[config.mk]
export PLATFORM = sky130hd
export DESIGN_NAME = irq_level_gate
export DESIGN_NICKNAME = d
export VERILOG_FILES = /design/src/rtl/irq_level_pkg.sv /design/src/rtl/irq_level_mask.sv /design/src/rtl/irq_level_pick.sv /design/src/rtl/irq_level_gate.sv
export SDC_FILE = /design/constraint.sdc
export NUM_CORES = 1
export LEC_CHECK = 0
export ABC_AREA = 1
export BUFFER_PORTS_ARGS = -buffer_cell sky130_fd_sc_hd__clkbuf_2
export CORE_MARGIN = 2
export CORE_UTILIZATION = 33
export CTS_BUF_LIST = sky130_fd_sc_hd__clkbuf_8
export DETAILED_ROUTE_END_ITERATION = 6
export GPL_ROUTABILITY_DRIVEN = 0
export PLACE_DENSITY = 0.54
export SLEW_MARGIN = 20
export SYNTH_ARGS = -nofsm -noshare
export SYNTH_HDL_FRONTEND = slang
export SYNTH_SLANG_ARGS = --single-unit
[constraint.sdc]
create_clock -name clk -period 3.6 [get_ports clk]
set_input_delay 0.54 -clock clk [delete_from_list [all_inputs] [get_ports clk]]
set_output_delay 0.54 -clock clk [all_outputs]
set_load 0.01 [all_outputs]
[src/rtl/irq_level_pkg.sv]
package irq_level_pkg;
  // Priority level assigned to an interrupt line; lower line numbers rank higher.
  function automatic int line_to_level(input int base, input int line);
    return base - line;
  endfunction
endpackage

[src/rtl/irq_level_mask.sv]
module irq_level_mask #(
  parameter int NUM_LINES  = 15,
  parameter int LVL_W      = 5,
  parameter int LEVEL_BASE = 27
) (
  input  logic [LVL_W-1:0]     level_i,
  output logic [NUM_LINES-1:0] mask_o
);
  import irq_level_pkg::*;

  // A source is blocked once its own level cannot beat the given level.
  for (genvar g = 0; g < NUM_LINES; g++) begin : g_bit
    assign mask_o[g] = (line_to_level(LEVEL_BASE, g) <= int'(level_i));
  end
endmodule

[src/rtl/irq_level_pick.sv]
module irq_level_pick #(
  parameter int NUM_LINES = 15,
  parameter int IDX_W     = 4
) (
  input  logic [NUM_LINES-1:0] cand_i,
  output logic                 found_o,
  output logic [IDX_W-1:0]     idx_o
);
  // Lowest set index wins: it carries the highest level.
  always_comb begin
    found_o = 1'b0;
    idx_o   = '0;
    for (int i = NUM_LINES - 1; i >= 0; i--) begin
      if (cand_i[i]) begin
        found_o = 1'b1;
        idx_o   = IDX_W'(i);
      end
    end
  end
endmodule

[src/rtl/irq_level_gate.sv]
module irq_level_gate #(
  parameter int NUM_LINES  = 15,
  parameter int LVL_W      = 5,
  parameter int LEVEL_BASE = 27,
  parameter int IDX_W      = 4
) (
  input  logic                 clk,
  input  logic                 rst,
  input  logic                 req_valid_i,
  input  logic [IDX_W-1:0]     req_line_i,
  input  logic                 lvl_valid_i,
  output logic                 lvl_ready_o,
  input  logic                 lvl_raise_i,
  input  logic [LVL_W-1:0]     lvl_value_i,
  output logic                 grant_o,
  output logic [IDX_W-1:0]     grant_line_o,
  output logic                 grant_replay_o,
  output logic [NUM_LINES-1:0] mask_o,
  output logic                 mask_wr_o,
  output logic [LVL_W-1:0]     level_o,
  output logic [NUM_LINES-1:0] pend_o
);
  import irq_level_pkg::*;

  logic [LVL_W-1:0]     level_q;
  logic [NUM_LINES-1:0] pend_q;
  logic [NUM_LINES-1:0] mask_cur;
  logic [NUM_LINES-1:0] mask_new;
  logic [NUM_LINES-1:0] replay_cand;
  logic                 replay_found;
  logic [IDX_W-1:0]     replay_idx;
  logic                 req_ok;
  logic [LVL_W-1:0]     req_lvl;
  logic [LVL_W-1:0]     replay_lvl;
  logic                 lvl_fire;

  // Requests outrank level commands in the same cycle.
  assign lvl_ready_o = ~req_valid_i;
  assign lvl_fire    = lvl_valid_i & lvl_ready_o;
  assign req_ok      = req_valid_i && (int'(req_line_i) < NUM_LINES);
  assign req_lvl     = LVL_W'(line_to_level(LEVEL_BASE, int'(req_line_i)));
  assign replay_lvl  = LVL_W'(line_to_level(LEVEL_BASE, int'(replay_idx)));

  irq_level_mask #(.NUM_LINES(NUM_LINES), .LVL_W(LVL_W), .LEVEL_BASE(LEVEL_BASE))
    u_mask_cur (.level_i(level_q), .mask_o(mask_cur));

  irq_level_mask #(.NUM_LINES(NUM_LINES), .LVL_W(LVL_W), .LEVEL_BASE(LEVEL_BASE))
    u_mask_new (.level_i(lvl_value_i), .mask_o(mask_new));

  assign replay_cand = pend_q & ~mask_new;

  irq_level_pick #(.NUM_LINES(NUM_LINES), .IDX_W(IDX_W))
    u_pick (.cand_i(replay_cand), .found_o(replay_found), .idx_o(replay_idx));

  always_ff @(posedge clk) begin
    if (rst) begin
      level_q        <= '0;
      pend_q         <= '0;
      mask_o         <= '0;
      mask_wr_o      <= 1'b0;
      grant_o        <= 1'b0;
      grant_line_o   <= '0;
      grant_replay_o <= 1'b0;
    end else begin
      grant_o        <= 1'b0;
      grant_replay_o <= 1'b0;
      mask_wr_o      <= 1'b0;
      if (req_ok) begin
        if (req_lvl > level_q) begin
          level_q      <= req_lvl;
          grant_o      <= 1'b1;
          grant_line_o <= req_line_i;
        end else begin
          pend_q[req_line_i] <= 1'b1;
          mask_o             <= mask_cur;
          mask_wr_o          <= 1'b1;
        end
      end else if (lvl_fire) begin
        if (lvl_raise_i) begin
          if (lvl_value_i > level_q) level_q <= lvl_value_i;
        end else if (lvl_value_i <= level_q) begin
          mask_o    <= mask_new;
          mask_wr_o <= 1'b1;
          if (replay_found) begin
            level_q            <= replay_lvl;
            pend_q[replay_idx] <= 1'b0;
            grant_o            <= 1'b1;
            grant_replay_o     <= 1'b1;
            grant_line_o       <= replay_idx;
          end else begin
            level_q <= lvl_value_i;
          end
        end
      end
    end
  end

  assign level_o = level_q;
  assign pend_o  = pend_q;

  // A refused request is parked and triggers a mask write, never a grant.
  p_reject_parks_r3: assert property (@(posedge clk) disable iff (rst)
    (req_ok && req_lvl <= level_q) |=> (pend_q[$past(req_line_i)] && mask_wr_o && !grant_o));

  // An outranking request is granted with its own line number.
  p_accept_strict_r2: assert property (@(posedge clk) disable iff (rst)
    (req_ok && req_lvl > level_q) |=> (grant_o && !grant_replay_o && grant_line_o == $past(req_line_i)));

  // Every grant leaves the level equal to the granted line's level.
  p_grant_level_r7: assert property (@(posedge clk) disable iff (rst)
    grant_o |-> (int'(level_q) == LEVEL_BASE - int'(grant_line_o)));

  // Raising the level never writes the mask.
  p_raise_no_mask_r5: assert property (@(posedge clk) disable iff (rst)
    (lvl_fire && lvl_raise_i) |=> (!mask_wr_o && mask_o == $past(mask_o)));

  // A lower command above the current level changes nothing.
  p_lower_above_ignored_r8: assert property (@(posedge clk) disable iff (rst)
    (lvl_fire && !lvl_raise_i && lvl_value_i > level_q)
      |=> (level_q == $past(level_q) && pend_q == $past(pend_q) && !mask_wr_o && !grant_o));

  // A replayed line no longer sits in the pending register.
  p_replay_clears_r7: assert property (@(posedge clk) disable iff (rst)
    grant_replay_o |-> (grant_o && !pend_q[grant_line_o]));

  // Line numbers outside the source range have no effect.
  p_bad_line_ignored_r9: assert property (@(posedge clk) disable iff (rst)
    (req_valid_i && int'(req_line_i) >= NUM_LINES)
      |=> (!grant_o && !mask_wr_o && pend_q == $past(pend_q) && level_q == $past(level_q)));
endmodule

==> summary.md <==
| Metric | Value |
|---|---|
| Yosys top cell by area | `dfxtp_1` |
| Worst setup SP type | `register` |
| Top cells by count, synth | `99 x nand2_1, 70 x inv_1, 62 x nor2_1` |
| FF-to-FF End | `mask_o[4]$_SDFFE_PP0P_` |
| CTS Buffer Depth | `2` |
| CORE AREA | `between 8000 and 9000 um^2` |
| Syn Inst Count | `463` |
| Die H | `98.0 um` |
| Status | `finished, final reports clean` |
| Critical Path End Type | `register` |
| FF-to-FF path depth | `10` |
| Worst-path fanout max | `10` |
| Logic pwr share | `0.285` |
| Layout area overhead | `16.9%` |
| Worst hold start | `mask_o[14]$_SDFFE_PP0P_` |
| Die Width | `98.0 um` |
| Area contributors post-synth | `dfxtp_1 29%, nand2_1 13%, inv_1 9.0%, ha_1 8.2%, nor2_1 8.0%` |
| Crit path kind | `register to register` |
| Hold WS | `roughly 500 ps` |
| Yosys warns | `0` |
| Antenna diode count | `0` |
| Distinct cells, synth | `37` |
| Placed cell area | `3290 um^2` |
| Crit path arrival time | `2820 ps` |
| Initial antenna violation count | `0` |
| Peak supply drop | `242 uV` |
| Total CTS buffers | `5` |
| Clock power frac | `0.302` |
| Cell with the most instances after synthesis | `nand2_1` |
| Avg WL per Cell | `14.5 um` |
| Post-DRT Antenna Nets | `0` |
| Hpwl dp | `7130 um` |
| Flop pwr share | `0.413` |
| Net Sw Frac | `0.358` |
| Largest net degree at the start of global routing | `24` |
| Worst-path clk slew | `90 ps` |
| Seq cells post-synth | `42` |
| Ports | `57` |
| IO Port Bufs | `56` |
| Hold-fix buffers, CTS | `0` |
| Fmax | `378 MHz` |
| Worst hold path depth | `2` |
| Worst clock skew | `9.81 ps` |
| Final setup fails | `0` |
| Share of the clock period used by the worst path | `0.734` |
| Seq/Total Area, Yosys | `0.289` |
| DR DRC count | `0` |
| Leakage Power | `1.71 nW` |
| Worst R2R Start | `level_o[2]$_SDFFE_PP0P_` |
| Row count | `34` |
| Congestion Overflow GR | `0` |
| Max-Cap Viols | `0` |
| DR iter-0 viols | `178` |
| Post-synth EDFFs | `0` |
| Slew HR | `0.562` |
| Pint | `0.000844 W` |
| Final Instance Area | `3410 um^2` |
| WL final | `approximately 9100 um` |
| Required @ worst endpoint | `around 3800 ps` |
| Mapped Area | `just under 3000 um^2` |
| Worst slew pin tran | `656 ps` |
| Clk sink count | `42` |
| GRT Total Usage | `0.189` |
| Setup Buffers After CTS | `0` |
| Worst Hold Endpoint | `mask_o[14]$_SDFFE_PP0P_` |
| Via Count | `roughly 3,100` |
| Synthesized Nets | `496` |
| Slew Limit Fails | `0` |
| Avg Cell Area, Syn | `6.29 um^2` |
| Final Hold Viols | `0` |
| Initial core utilization | `0.337` |
| DP Worst Slack | `approximately 660 ps` |
| Final Worst Setup Slack | `956 ps` |
| Flop2flop setup slack | `960 ps` |
| CTS tree | `done` |
| Top FF cell, synth | `dfxtp_1` |
| Share of layout cells above drive strength 1 | `0.180` |
| CTS-repair resized insts | `0` |
| Worst skew pair latency | `300 ps` |
| PD cells | `386 nW/um^2` |
| Post-synth ARST share | `0` |
| Worst Hold Class | `register to register` |
| Crit path time final | `2640 ps` |
| First-pass GRT wire length | `14,700 um` |
| Clock Tree Root | `clkbuf_8` |
| Layout Nets | `549` |
| Setup TNS Final | `0 ps` |
| Die area | `~9600 um^2` |
| Net switching power | `0.000471 W` |
| Yosys top cell area share | `0.289` |
| Detailed Routing Iterations Pass 1 | `5` |
| Vias in the first global route | `2,896` |
| RSZ-0062 raised after global routing | `no` |
| Number of H-tree levels | `2` |
| Via density | `between 5 and 6` |
-- layout make-up --
type	count	area, um^2
multi-input combinational	328	1710
tap	108	135
clock buffer	5	68.8
sequential	42	841
fill	958	5230
timing repair buffer	60	310
clock inverter	3	43.8
inverter	79	299
-- power groups by stage --
stage | Sequential, W | Combinational, W | Clock, W
2_1_floorplan | 0.000568 | 0.000229 | 0
3_3_place_gp | 0.000554 | 0.000369 | 0
3_5_place_dp | 0.000554 | 0.000372 | 0
4_1_cts | 0.000543 | 0.000374 | 0.000405
5_1_grt | 0.000550 | 0.000424 | 0.000422
6_report | 0.000543 | 0.000375 | 0.000397
-- cells in the final DEF, fill, tap and decap left out, types with 2 or more instances in the layout --
cell type | synthesis | routed
nor3_1 | 11 | 11
o22ai_1 | 4 | 4
o211ai_1 | 3 | 3
a211oi_1 | 2 | 2
nor2_1 | 62 | 62
clkbuf_8 | 0 | 5
inv_2 | 7 | 7
nand3_1 | 22 | 22
nand2_2 | 2 | 2
nor2_4 | 2 | 2
nor4_1 | 2 | 2
o21ai_1 | 4 | 4
buf_4 | 2 | 4
nand2_1 | 99 | 99
o221ai_1 | 4 | 4
nand4_1 | 3 | 3
clkbuf_2 | 0 | 56
ha_1 | 19 | 19
nand3_2 | 2 | 2
inv_1 | 70 | 70
a21oi_1 | 30 | 30
o21ai_2 | 3 | 3
nor2_2 | 4 | 4
a31oi_1 | 6 | 6
dfxtp_1 | 42 | 42
o21ai_0 | 36 | 36
-- sequential cells by signal (all words and copies together) (netlist names) --
name,cells
grant_line_o,4
grant_o,1
mask_wr_o,1
pend_o,15
grant_replay_o,1
mask_o,15
level_o,5
-- worst max-delay path by stage --
stage | from | to | slack, ps | cells past startpoint
global placement | req_line_i[2] | mask_o[4]$_SDFFE_PP0P_ | 770 | 12
floorplan | req_line_i[2] | mask_o[4]$_SDFFE_PP0P_ | 1110 | 11
detailed placement | req_line_i[2] | mask_o[4]$_SDFFE_PP0P_ | 660 | 13
CTS | req_line_i[2] | mask_o[4]$_SDFFE_PP0P_ | 960 | 13
global route | req_line_i[2] | mask_o[4]$_SDFFE_PP0P_ | 640 | 12
finish | level_o[2]$_SDFFE_PP0P_ | mask_o[4]$_SDFFE_PP0P_ | 960 | 10
-- metal layers --
| layer | wire length [um] | vias to the layer above | global-route usage |
|---|---|---|---|
| met4 | 67 | 0 | 0.0288 |
| met3 | 622 | 7 | 0.0415 |
| li1 | - | 1598 | - |
| met1 | 4250 | 1416 | 0.255 |
| met5 | 0 | - | 0 |
| met2 | 4120 | 118 | 0.315 |
-- per-stage QoR --
step / util / total power, W / instances
6_report: 0.395 / 0.00131 / 625
5_1_grt: 0.395 / 0.00140 / 625
4_1_cts: 0.395 / 0.00132 / 625
3_5_place_dp: 0.381 / 0.000925 / 617
3_3_place_gp: 0.381 / 0.000923 / 617
2_1_floorplan: - / 0.000797 / 463
-- critical path, cell delays in order, from the launching register on --
cell	delay, ps
dfxtp_1	500
inv_1	200
ha_1	340
a21oi_1	120
o21ai_0	80
o22ai_1	190
nand2_1	120
nand2_1	230
clkinv_1	290
a2111oi_0	380
nor2_1	70
-- cell families after synthesis --
group           after synthesis  synth area share
fa+ha+maj                    19            0.0816
buf+inv                      93             0.125
simple gates                213             0.319
flops                        42             0.289
compound gates               96             0.186
(Power assumes the default switching activity.)
